$ cat src/rtl/mcc_pkg.sv
// Package: shared types and the per-beat tally increment for the
// mismatch context capture block.
// Assumes: the bus has at most two byte lanes (8 or 16 bits).
package mcc_pkg;

    // Move tracking state
    typedef enum logic [1:0] {
        MV_IDLE   = 2'd0,
        MV_ACTIVE = 2'd1,
        MV_HELD   = 2'd2
    } mv_state_e;

    // Width of the increment one beat can add
    localparam int unsigned STEP_W = 2;

    // Bytes charged for one beat: narrow counts lane 0, wide counts
    // two on any lane, minus one for a chain byte on a wide send.
    function automatic logic [STEP_W-1:0] beat_step(
        input logic       wide,
        input logic       rx,
        input logic       chain,
        input logic [1:0] lanes
    );
        logic [STEP_W-1:0] step;
        if (!wide) begin
            step = lanes[0] ? 2'd1 : 2'd0;
        end else if (lanes == 2'b00) begin
            step = 2'd0;
        end else if (chain && !rx) begin
            step = 2'd1;
        end else begin
            step = 2'd2;
        end
        return step;
    endfunction

endpackage

$ cat src/rtl/mcc_phase_ctrl.sv
// Module: mcc_phase_ctrl
// Tracks whether a move is running, has been frozen by a mismatch,
// or has not started. Produces the enables for capture and counting.
// Assumes: move_start takes precedence over mismatch in the same cycle.
module mcc_phase_ctrl
    import mcc_pkg::*;
(
    input  logic clk,
    input  logic rst_n,
    input  logic move_start,
    input  logic mismatch,
    input  logic beat_valid,
    output logic st_active,
    output logic st_held,
    output logic capture_en,
    output logic count_en
);

    mv_state_e state_q;
    mv_state_e state_d;

    // Next-state selection for the move tracker
    always_comb begin
        state_d = state_q;
        if (move_start) begin
            state_d = MV_ACTIVE;
        end else if (state_q == MV_ACTIVE && mismatch) begin
            state_d = MV_HELD;
        end
    end

    // State register with synchronous active-low reset
    always_ff @(posedge clk) begin
        if (!rst_n) begin
            state_q <= MV_IDLE;
        end else begin
            state_q <= state_d;
        end
    end

    // Decoded state flags and enables
    always_comb begin
        st_active  = (state_q == MV_ACTIVE);
        st_held    = (state_q == MV_HELD);
        capture_en = st_active && mismatch && !move_start;
        count_en   = st_active && beat_valid && !move_start;
    end

endmodule

$ cat src/rtl/mcc_byte_tally.sv
// Module: mcc_byte_tally
// Byte tally for the current move. Clears on a move start and adds
// the per-beat step from the package when enabled.
// Assumes: count_en is already gated by the move state.
module mcc_byte_tally
    import mcc_pkg::*;
#(
    parameter int unsigned CNT_W = 24
) (
    input  logic             clk,
    input  logic             rst_n,
    input  logic             clear,
    input  logic             count_en,
    input  logic             wide_mode,
    input  logic             dir_rx,
    input  logic             chain_byte,
    input  logic [1:0]       lane_valid,
    output logic [CNT_W-1:0] count_q
);

    localparam int unsigned PAD_W = CNT_W - STEP_W;

    logic [STEP_W-1:0] step;
    logic [CNT_W-1:0]  step_ext;

    // Bytes charged by the current beat
    always_comb begin
        step     = beat_step(wide_mode, dir_rx, chain_byte, lane_valid);
        step_ext = {{PAD_W{1'b0}}, step};
    end

    // Tally register: reset, clear on start, accumulate on beats
    always_ff @(posedge clk) begin
        if (!rst_n) begin
            count_q <= '0;
        end else if (clear) begin
            count_q <= '0;
        end else if (count_en) begin
            count_q <= count_q + step_ext;
        end
    end

endmodule

$ cat src/rtl/mcc_addr_capture.sv
// Module: mcc_addr_capture
// Latches the move's instruction and entry addresses at move start,
// and copies them to the visible registers on a capture.
// Assumes: capture_en is already gated by the move state; a capture
// outranks a software write to the instruction address.
module mcc_addr_capture #(
    parameter int unsigned ADDR_W = 32
) (
    input  logic              clk,
    input  logic              rst_n,
    input  logic              move_start,
    input  logic [ADDR_W-1:0] fetch_addr,
    input  logic              table_ind,
    input  logic [ADDR_W-1:0] table_entry_addr,
    input  logic              capture_en,
    input  logic              wr_en,
    input  logic [ADDR_W-1:0] wr_data,
    output logic [ADDR_W-1:0] ia_q,
    output logic [ADDR_W-1:0] esa_q
);

    localparam int unsigned NUM_SLOTS = 2;
    localparam int unsigned SLOT_IA   = 0;
    localparam int unsigned SLOT_ESA  = 1;

    logic [ADDR_W-1:0] start_src  [NUM_SLOTS];
    logic [ADDR_W-1:0] start_q    [NUM_SLOTS];

    // Start-time sources: the entry slot follows the addressing mode
    always_comb begin
        start_src[SLOT_IA]  = fetch_addr;
        start_src[SLOT_ESA] = table_ind ? table_entry_addr : fetch_addr;
    end

    // One start-address latch per slot
    for (genvar g = 0; g < NUM_SLOTS; g++) begin : g_start
        // Latch the slot's source when a move starts
        always_ff @(posedge clk) begin
            if (!rst_n) begin
                start_q[g] <= '0;
            end else if (move_start) begin
                start_q[g] <= start_src[g];
            end
        end
    end

    // Visible instruction address: capture first, then software write
    always_ff @(posedge clk) begin
        if (!rst_n) begin
            ia_q <= '0;
        end else if (capture_en) begin
            ia_q <= start_q[SLOT_IA];
        end else if (wr_en) begin
            ia_q <= wr_data;
        end
    end

    // Visible entry storage address: loaded only by a capture
    always_ff @(posedge clk) begin
        if (!rst_n) begin
            esa_q <= '0;
        end else if (capture_en) begin
            esa_q <= start_q[SLOT_ESA];
        end
    end

endmodule

$ cat src/rtl/mismatch_ctx_capture.sv
// Module: mismatch_ctx_capture (top)
// Saves the context of a block move interrupted by a bus phase
// mismatch: instruction address, entry storage address, byte tally.
// Assumes: all inputs are synchronous to clk; the tally is meant to
// feed resume arithmetic and is inexact on the wide bus by design.
module mismatch_ctx_capture #(
    parameter int unsigned ADDR_W = 32,
    parameter int unsigned CNT_W  = 24
) (
    input  logic              clk,
    input  logic              rst_n,
    input  logic [ADDR_W-1:0] fetch_addr,
    input  logic              table_ind,
    input  logic [ADDR_W-1:0] table_entry_addr,
    input  logic              move_start,
    input  logic              beat_valid,
    input  logic [1:0]        lane_valid,
    input  logic              wide_mode,
    input  logic              dir_rx,
    input  logic              chain_byte,
    input  logic              mismatch,
    input  logic              ia_wr_en,
    input  logic [ADDR_W-1:0] ia_wr_data,
    output logic [ADDR_W-1:0] instr_addr_q,
    output logic [ADDR_W-1:0] entry_addr_q,
    output logic [CNT_W-1:0]  xfer_count_q
);

    logic st_active;
    logic st_held;
    logic capture_en;
    logic count_en;

    mcc_phase_ctrl u_ctrl (
        .clk        (clk),
        .rst_n      (rst_n),
        .move_start (move_start),
        .mismatch   (mismatch),
        .beat_valid (beat_valid),
        .st_active  (st_active),
        .st_held    (st_held),
        .capture_en (capture_en),
        .count_en   (count_en)
    );

    mcc_byte_tally #(.CNT_W(CNT_W)) u_tally (
        .clk        (clk),
        .rst_n      (rst_n),
        .clear      (move_start),
        .count_en   (count_en),
        .wide_mode  (wide_mode),
        .dir_rx     (dir_rx),
        .chain_byte (chain_byte),
        .lane_valid (lane_valid),
        .count_q    (xfer_count_q)
    );

    mcc_addr_capture #(.ADDR_W(ADDR_W)) u_addr (
        .clk              (clk),
        .rst_n            (rst_n),
        .move_start       (move_start),
        .fetch_addr       (fetch_addr),
        .table_ind        (table_ind),
        .table_entry_addr (table_entry_addr),
        .capture_en       (capture_en),
        .wr_en            (ia_wr_en),
        .wr_data          (ia_wr_data),
        .ia_q             (instr_addr_q),
        .esa_q            (entry_addr_q)
    );

endmodule

$ cat config.mk
export PLATFORM = sky130hd
export DESIGN_NAME = mismatch_ctx_capture
export DESIGN_NICKNAME = d
export VERILOG_FILES = /design/src/rtl/mcc_pkg.sv /design/src/rtl/mcc_phase_ctrl.sv /design/src/rtl/mcc_byte_tally.sv /design/src/rtl/mcc_addr_capture.sv /design/src/rtl/mismatch_ctx_capture.sv
export SDC_FILE = /design/constraint.sdc
export NUM_CORES = 1
export LEC_CHECK = 0
export CAP_MARGIN = 5
export CORE_MARGIN = 3
export CORE_UTILIZATION = 25
export CTS_BUF_LIST = sky130_fd_sc_hd__clkbuf_8
export DETAILED_ROUTE_END_ITERATION = 7
export HOLD_SLACK_MARGIN = 0.12
export PLACE_DENSITY = 0.58
export SLEW_MARGIN = 20
export SYNTH_ARGS = -nofsm -noshare
export SYNTH_HDL_FRONTEND = slang
export SYNTH_SLANG_ARGS = --single-unit
export TNS_END_PERCENT = 10
$ cat constraint.sdc
create_clock -name clk -period 3.6 [get_ports clk]
set_input_delay 0.9 -clock clk [delete_from_list [all_inputs] [get_ports clk]]
set_output_delay 0.9 -clock clk [all_outputs]
set_load 0.01 [all_outputs]
### Word-level counts from Yosys, hierarchy flattened

Memories as Yosys holds them, arrays and structs flattened. A register that Yosys moved wholly into a read port is not among the register bits.
Cells that the tools add are included.
Widths: inputs -> output; s select.

| storage, ports and cells | value |
|---|---|
| bits in writable memories | 64 |
| word-level logic and storage cells | 37 |
| memories kept | 1 |
| register bits | 58 |
| input port bits | 108 |

Memories:

| memory | words | bits a word | rd ports | clocked after memory_dff | wr ports | line | text |
|---|---|---|---|---|---|---|---|
| u_addr.start_q | 2 | 32 | 2 | 1 | 2 | mcc_addr_capture.sv:27 | `logic [ADDR_W-1:0] start_q [NUM_SLOTS];` |

| operators by class | value |
|---|---|
| reduce and logical (&&, ||, !) cells | 12 |
| mux-type cells | 15 |
| bitwise gates (word level) | 3 |
| equality and inequality tests | 1 |
| add/subtract/negate cells | 1 |

Operators with widths:

| operator | count |
|---|---|
| $mux 32 | 5 |
| $add 24x2->24 | 1 |
| $mux 1 | 7 |
| $mux 2 | 3 |
| $logic_and 1x1->1 | 5 |
| $reduce_bool 2->1 | 2 |
| $logic_not 1->1 | 3 |
| $eq 2x1->1 const B | 1 |
| $logic_not 2->1 | 1 |
| $or 1x1->1 | 2 |
| $reduce_or 2->1 | 1 |
| $not 1->1 | 1 |

### Depth between registers and ports, before layout

Gate-level depths: netlist (run 1).

| logic depth | value |
|---|---|
| word-level depth | 6 |
| depth in mapped cells | 11 |
| depth with buffers taken out | 10 |

### Modules after synthesis

A second synthesis (run 1) with hierarchy kept.

| second synthesis, totals | value |
|---|---|
| cell total of the unflattened synthesis | 576 |
| area, all modules | 6946.7 um2 |

By module, submodules not included:

| module | times used | cells each | area each (um2) | sequential area each (um2) |
|---|---|---|---|---|
| mcc_addr_capture | 1 | 422 | 5592.9 | 3203.1 |
| mcc_byte_tally | 1 | 143 | 1247.4 | 480.5 |
| mcc_phase_ctrl | 1 | 11 | 106.4 | 40.0 |

### Least setup slack after synthesis (run 1)

No wires, ideal clock.

| timing path | value |
|---|---|
| path kind | input -> register |
| start | input port rst_n |
| end | memory u_addr.start_q[0][0], enable pin |
| arrival | 3331 ps |
| library setup time | 453 ps |
| required time | 3147 ps |
| stages on the path | 4 |
| path slack | -184 ps |
| path through | clkbuf_1 > nand2b_1 > clkbuf_1 > clkbuf_1 |

RTL lines:

| element | line | text |
|---|---|---|
| start, declared | mismatch_ctx_capture.sv:11 | `input logic rst_n,` |
| end, declared | mcc_addr_capture.sv:27 |  |

### Final worst setup path (run 1)

| timing path | value |
|---|---|
| start | input port wide_mode |
| end | register u_tally.count_q[16] |

| between the ends | value |
|---|---|
| word-level cells in the longest chain between the ends | 2 |

RTL lines:

| element | line | text |
|---|---|---|
| start, declared | mismatch_ctx_capture.sv:18 | `input logic wide_mode,` |
| $mux 2 | mcc_pkg.sv:25 | `if (!wide) begin` |
| $add 24x2->24 | mcc_byte_tally.sv:39 | `count_q <= count_q + step_ext;` |
| end signal, assigned | mcc_byte_tally.sv:39 |  |
| end, declared | mcc_byte_tally.sv:18 | `output logic [CNT_W-1:0] count_q` |

No other way between the ends.
A chain may end at the register's enable or synchronous reset.

==> out/results.tsv, run 1 <==
metric	value	unit
area fraction in compound gates after synthesis	11.47	%
post-DR vias/cell	4.504	
wire length of the first global-routing pass	28.88	mm
relative contribution of the clock network to total power	34.3	%
worst reg2reg setup slack	1410	ps
number of gates given a new drive strength after cts	0	
Critical Path Sink Type	register	
Critical Path AT	3390	ps
proportion of power drawn by combinational gates	12.2	%
DIE WIDTH	167.9	microns
number of antenna diodes	0	
ordered list of cells on the worst path	clkdlybuf4s50_1 -> a21boi_0 -> o21ai_0 -> fa_1 -> and3b_1 -> nand4_1 -> or3_1 -> a21oi_1	
final setup skew	16.27	ps
slowest CP cell	sky130_fd_sc_hd__clkdlybuf4s50_1	
pin count of the biggest net entering global routing	60	
pre-CTS setup slack	87.38	ps
area share of and/or/nand/nor cells after synthesis	16.65	%
starting density of the core	25.73	%
dominant combinational cell family by area after synthesis	simple AND/OR/NAND/NOR gates	
vias in the first global route	5067	
CP max stage delay	470	ps
DRT Pass-1 Iters	4	
fraction of registers with async set/reset	0	%
global route total overflow	0	
required time worst endpoint	3990	ps
post-synthesis sequential area ratio	56.82	%
overall die area	28190	sq um
Tmin final	3003	ps
number of synthesis warnings	0	
cts hold-fix bufs	0	
multi-input gate area in the final layout	2628	sq um
final weighted congestion of routability-driven global placement	0.7003	
later-pin clock latency in the skew report	450	ps
global-route total usage across every layer	12.99	%
max-slew violation count	0	
number of distinct library cells after synthesis	36	
CTS root buffer	sky130_fd_sc_hd__clkbuf_8	
register area	3724	sq um
area growth from synthesis to layout	40.30	%
initial detailed-routing violation count	179	
number of buffers created by CTS	17	
leakage power figure	0.003774	uW
most frequent cells after synthesis	sky130_fd_sc_hd__nand2_1, sky130_fd_sc_hd__dfxtp_1, sky130_fd_sc_hd__mux2i_1	
Clock Pin Slew Worst Setup and Hold Paths	100	ps
worst hold slack after final layout	466.2	ps
CP bufs+invs	1	
buffer levels on the longest clock path	2	
adder-cell share of the synthesized area	0.6873	%
HP Class	reg2reg	
htree depth	4	
RSZ-0062 raised after global routing	no	
number of routed nets with antenna violations	0	
Vias	5080	
number of endpoints failing setup at the final stage	0	
fin area	9195	sq um
area share of the largest cell type after synthesis	29.32	%
switching fraction of total power	26.83	%
number of instances in the synthesized netlist	608	
num rows	58	
type of the worst setup path	in2reg	
P_int	2672	uW
final worst path period share	83.42	%
FF+latch count, synth	154	
highest fanout seen on the critical path	12	
Total Wirelength	18.47	mm
Slew HR	46.04	%
MaxCap Viol Count	0	
fraction of power consumed by sequential logic	53.5	%
P per Cell Area	397.1	nW/um^2
combined area of all synthesized cells	6554	sq um
largest cells by area after synthesis	sky130_fd_sc_hd__edfxtp_1, sky130_fd_sc_hd__dfxtp_1, sky130_fd_sc_hd__mux2i_1, sky130_fd_sc_hd__nand2_1, sky130_fd_sc_hd__o211a_1	
Worst Setup Slack, final	597.0	ps
Max rail drop VDD	251.0	uV
synthesized net count	719	
setup tns final	0	ps
wire per inst	16.37	microns
fill cell count	2577	
die height	167.9	microns
number of setup buffers added after CTS	0	
status	finished, final reports clean	
number of buffer cells added on primary ports	195	
mean area per synthesized cell	10.78	sq um
CTS tree	done	
final hold violations	0	
number of DRC violations after detailed routing	0	
placed wire-length estimate after detailed placement	12.24	mm
Cell Area, Placed	8825	sq um
number of clock sinks	154	
antenna violations before repair	0	
layout cells sized above 1	6.642	%
family with the most delay on the worst path	simple AND/OR/NAND/NOR gates	
I/O pins	196	
most common flop cell mapped by yosys	sky130_fd_sc_hd__dfxtp_1	
maximum clock rate	0.3330	GHz
library cell with the highest instance count after synthesis	sky130_fd_sc_hd__nand2_1	
nature of the critical path startpoint	primary input	
biggest area consumer among synthesized cells	sky130_fd_sc_hd__edfxtp_1	
Sw Pwr	979.5	uW
portion of netlist area occupied by mux cells	9.927	%
total power consumption of the routed design	3651	uW
number of flops mapped to enable cells by yosys	64	
Core Footprint	25470	sq um
xor and xnor fraction of the mapped netlist area	1.069	%
Slew @ Worst Pin	806.5	ps
nets	896	
## layout make-up
cell class | count | area share (%)
clock inverters | 15 | 1.483
repair buffers | 206 | 22.21
multi-input cells | 401 | 28.58
well taps | 330 | 4.490
inverters | 5 | 0.2041
clock buffers | 17 | 2.545
flip-flops and latches | 154 | 40.50
## worst reg2reg max path, stage by stage (launching register included)
cell,delay [ps]
sky130_fd_sc_hd__dfxtp_1,370
sky130_fd_sc_hd__ha_1,180
sky130_fd_sc_hd__inv_1,60
sky130_fd_sc_hd__fa_1,360
sky130_fd_sc_hd__and3b_1,240
sky130_fd_sc_hd__nand4_1,320
sky130_fd_sc_hd__or3_1,460
sky130_fd_sc_hd__a21oi_1,140
## through the flow
stage                     cells  util, %
after detailed placement   1096    34.64
after floorplan             608        -
after global routing       1128    36.10
after global placement     1096    34.64
after CTS                  1128    36.10
final                      1128    36.10
## cell families after synthesis
| family | after synthesis |
|---|---|
| fa+ha+maj | 3 |
| simple gates | 226 |
| compound gates | 99 |
| xor+xnor | 8 |
| mux | 65 |
| buf+inv | 53 |
| flops | 154 |
## metal layers
layer	wire (microns)	GRT usage (%)	vias up	part of all wire, %
met4	143	2.882	0	0.77
met3	978	3.804	10	5.3
li1	-	-	2523	-
met2	8863	21.36	125	48
met5	0	0	-	0
met1	8480	17.01	2422	46
## layout by cell type, fill, tap and decap left out, types with 3 or more instances in the layout
cell	count
sky130_fd_sc_hd__buf_4	10
sky130_fd_sc_hd__mux2i_1	65
sky130_fd_sc_hd__o211a_1	32
sky130_fd_sc_hd__dfxtp_1	90
sky130_fd_sc_hd__clkdlybuf4s50_1	191
sky130_fd_sc_hd__nand2_1	102
sky130_fd_sc_hd__buf_2	3
sky130_fd_sc_hd__nand3_1	6
sky130_fd_sc_hd__o21ai_0	13
sky130_fd_sc_hd__and3_1	34
sky130_fd_sc_hd__inv_1	5
sky130_fd_sc_hd__clkbuf_8	17
sky130_fd_sc_hd__clkinv_4	4
sky130_fd_sc_hd__and4_1	5
sky130_fd_sc_hd__a21boi_0	33
sky130_fd_sc_hd__clkinvlp_4	3
sky130_fd_sc_hd__a21oi_1	16
sky130_fd_sc_hd__nor2_1	46
sky130_fd_sc_hd__or3_1	9
sky130_fd_sc_hd__inv_6	4
sky130_fd_sc_hd__xor2_1	8
sky130_fd_sc_hd__nand4_1	9
sky130_fd_sc_hd__edfxtp_1	64
## state kept, by name (all words and copies together) (netlist names)
register and flops:
u_addr.esa_q 32, u_ctrl.state_q 2, u_tally.count_q 24, u_addr.ia_q 32
u_addr.start_q 64
## power by group through the flow
stage                     sequential, uW  combinational, uW  clock, uW
after floorplan                     2000                184          0
after global placement              1990                453          0
after global routing                1970                488       1400
final                               1950                447       1250
after detailed placement            1990                455          0
after CTS                           1950                457       1320
## worst paths after layout
| path | from | depth (start not counted) | to |
|---|---|---|---|
| hold / removal | u_addr.esa_q[23]$_SDFFE_PN0P_ | 2 | u_addr.esa_q[23]$_SDFFE_PN0P_ |
| hold reg to reg | u_addr.esa_q[23]$_SDFFE_PN0P_ | 2 | u_addr.esa_q[23]$_SDFFE_PN0P_ |
| setup / recovery | wide_mode | 8 | u_tally.count_q[16]$_SDFFE_PP0P_ |
| setup reg to reg | u_tally.count_q[0]$_SDFFE_PP0P_ | 7 | u_tally.count_q[16]$_SDFFE_PP0P_ |
(Power assumes the default switching activity.)
==> run 2, diff against run 1 <==
Settings changed: PLACE_DENSITY 0.58 to 0.56.
Clock period 3.6 ns to 2.8 ns, I/O delays scaled along.
==> out/results.tsv, run 2 (synthesized netlist as in run 1, its figures left out) <==
metric	value	unit	change
status	finished, final reports clean		unchanged
overall die area	28190	sq um	unchanged
nature of the critical path startpoint	primary input		unchanged
largest registers in the final layout	u_addr.start_q (64), u_addr.esa_q (32), u_addr.ia_q (32)		unchanged
final hold violations	0		unchanged
final worst path period share	93.57	%	
Slew @ Worst Pin	438.3	ps	was 806.5 ps
leakage power figure	0.003848	uW	was 0.003774 uW
final setup skew	14.22	ps	was 16.27 ps
Critical Path AT	3000	ps	was 3390 ps
Worst Setup Slack, final	179.9	ps	was 597.0 ps
number of DRC violations after detailed routing	0		unchanged
required time worst endpoint	3180	ps	was 3990 ps
nets	906		was 896
antenna violations before repair	0		unchanged
Max rail drop VDD	220.7	uV	was 251.0 uV
buffer levels on the longest clock path	2		unchanged
DIE WIDTH	167.9	microns	unchanged
Slew HR	70.78	%	was 46.04%
pin count of the biggest net entering global routing	62		was 60
type of the worst setup path	in2reg		unchanged
Vias	5032		was 5080
placed wire-length estimate after detailed placement	12.37	mm	was 12.24 mm
CP bufs+invs	2		was 1
number of buffers created by CTS	17		unchanged
wire per inst	16.22	microns	was 16.37 microns
ordered list of cells on the worst path	clkdlybuf4s50_1 -> a21boi_0 -> o21ai_1 -> fa_1 -> and3b_1 -> nand4_1 -> buf_4 -> or3_1 -> a21oi_1		was clkdlybuf4s50_1 -> a21boi_0 -> o21ai_0 -> fa_1 -> and3b_1 -> nand4_1 -> or3_1 -> a21oi_1
fill cell count	2572		was 2577
count of placed standard cells in the final layout, fillers left out	1138		was 1128
area growth from synthesis to layout	42.63	%	was 40.30%
vias in the first global route	5052		was 5067
max-slew violation count	0		unchanged
Critical Path Sink Type	register		unchanged
CP max stage delay	470	ps	about the same
die height	167.9	microns	unchanged
I/O pins	196		unchanged
number of clock sinks	154		unchanged
number of antenna diodes	0		unchanged
DRT Pass-1 Iters	4		unchanged
family with the most delay on the worst path	simple AND/OR/NAND/NOR gates		unchanged
number of endpoints failing setup at the final stage	0		unchanged
highest fanout seen on the critical path	12		unchanged
cts hold-fix bufs	0		unchanged
highest-count cells in the layout ignoring fill and taps	sky130_fd_sc_hd__clkdlybuf4s50_1, sky130_fd_sc_hd__nand2_1, sky130_fd_sc_hd__dfxtp_1, sky130_fd_sc_hd__mux2i_1, sky130_fd_sc_hd__edfxtp_1		unchanged
starting density of the core	25.73	%	unchanged
maximum clock rate	0.3817	GHz	
flip-flop count of the largest register after layout	64		unchanged
layout cells sized above 1	7.426	%	was 6.642%
num rows	58		unchanged
global route total overflow	0		unchanged
Tmin final	2620	ps	
commonest non-fill, non-tap cell in the layout	sky130_fd_sc_hd__clkdlybuf4s50_1		unchanged
later-pin clock latency in the skew report	450	ps	about the same
P per Cell Area	511.1	nW/um^2	was 397.1 nW/um^2
HP Class	reg2reg		unchanged
Core Footprint	25470	sq um	unchanged
register with the most flip-flops	u_addr.start_q		unchanged
worst reg2reg setup slack	740	ps	was 1410 ps
Clock Pin Slew Worst Setup and Hold Paths	90	ps	was 100 ps
post-DR vias/cell	4.422		was 4.504
slowest CP cell	sky130_fd_sc_hd__clkdlybuf4s50_1		unchanged
placed cell count	1106		was 1096
final weighted congestion of routability-driven global placement	0.7232		was 0.7003
global-route total usage across every layer	12.86	%	was 12.99%
initial detailed-routing violation count	174		was 179
Total Wirelength	18.46	mm	was 18.47 mm
wire length of the first global-routing pass	28.62	mm	was 28.88 mm
RSZ-0062 raised after global routing	no		unchanged
MaxCap Viol Count	0		unchanged
CTS root buffer	sky130_fd_sc_hd__clkbuf_8		unchanged
number of buffer cells added on primary ports	195		unchanged
CTS tree	done		unchanged
htree depth	4		unchanged
number of routed nets with antenna violations	0		unchanged
pre-CTS setup slack	-346.9	ps	was 87.38 ps
==> run 2: repair_timing <==
item / in CTS / in global routing
endpoints found under the hold margin: 0 / 0
resized for setup: 0 / 1
buffers inserted: 0 / 0
setup endpoints to repair: 0 / 2
==> run 2: per-layer routing <==
layer	GRT usage, %	wire length (microns)	up-vias
met5	0	0	-
met4	3.095	126	0
met3	3.898	927	8
met2	20.05	8393	122
met1	17.57	9010	2365
li1	-	-	2537
==> run 2: power by group <==
part | switching [uW] | internal (uW) | leakage [uW]
Combinational | 252 | 337 | 0.00224
Clock | 932 | 744 | 0.000184
Sequential | 47.2 | 2470 | 0.00142
Total | 1230 | 3550 | 0.00385
==> run 2: worst register-to-register path, cell delays in order, from the launching register on <==
cell	delay [ps]
sky130_fd_sc_hd__dfxtp_1	370
sky130_fd_sc_hd__ha_1	180
sky130_fd_sc_hd__inv_1	60
sky130_fd_sc_hd__fa_1	380
sky130_fd_sc_hd__and3b_1	240
sky130_fd_sc_hd__nand4_1	90
sky130_fd_sc_hd__buf_4	190
sky130_fd_sc_hd__or3_1	340
sky130_fd_sc_hd__a21oi_1	140
==> run 2: worst paths after layout <==
kind | endpoint | depth (start not counted) | start
worst max-delay path | u_tally.count_q[22]$_SDFFE_PP0P_ | 9 | wide_mode
worst min-delay path | u_addr.esa_q[22]$_SDFFE_PN0P_ | 2 | u_addr.esa_q[22]$_SDFFE_PN0P_
worst max register to register | u_tally.count_q[22]$_SDFFE_PP0P_ | 8 | u_tally.count_q[0]$_SDFFE_PP0P_
worst min register to register | u_addr.esa_q[22]$_SDFFE_PN0P_ | 2 | u_addr.esa_q[22]$_SDFFE_PN0P_
==> run 2: layout make-up <==
type / instances / area, sq um / area share (%)
flip-flops and latches: 154 / 3724 / 39.83
multi-input cells: 401 / 2625 / 28.08
repair buffers: 216 / 2185 / 23.37
well taps: 330 / 412.9 / 4.417
clock buffers: 18 / 247.7 / 2.650
clock inverters: 14 / 135.1 / 1.446
inverters: 5 / 18.77 / 0.2008
==> run 2: stage by stage <==
step           utilization (%)  power (uW)  hold slack [ps]  cell area, sq um  TNS (ps)
2_1_floorplan                -        2814            465.8              6555         0
3_3_place_gp             35.20        3159            450.3              8965     -1705
3_5_place_dp             35.20        3162            456.7              8965     -2471
4_1_cts                  36.70        4870            469.3              9348         0
5_1_grt                  36.70        5004            491.5              9348         0
6_report                 36.70        4778            462.3              9348         0
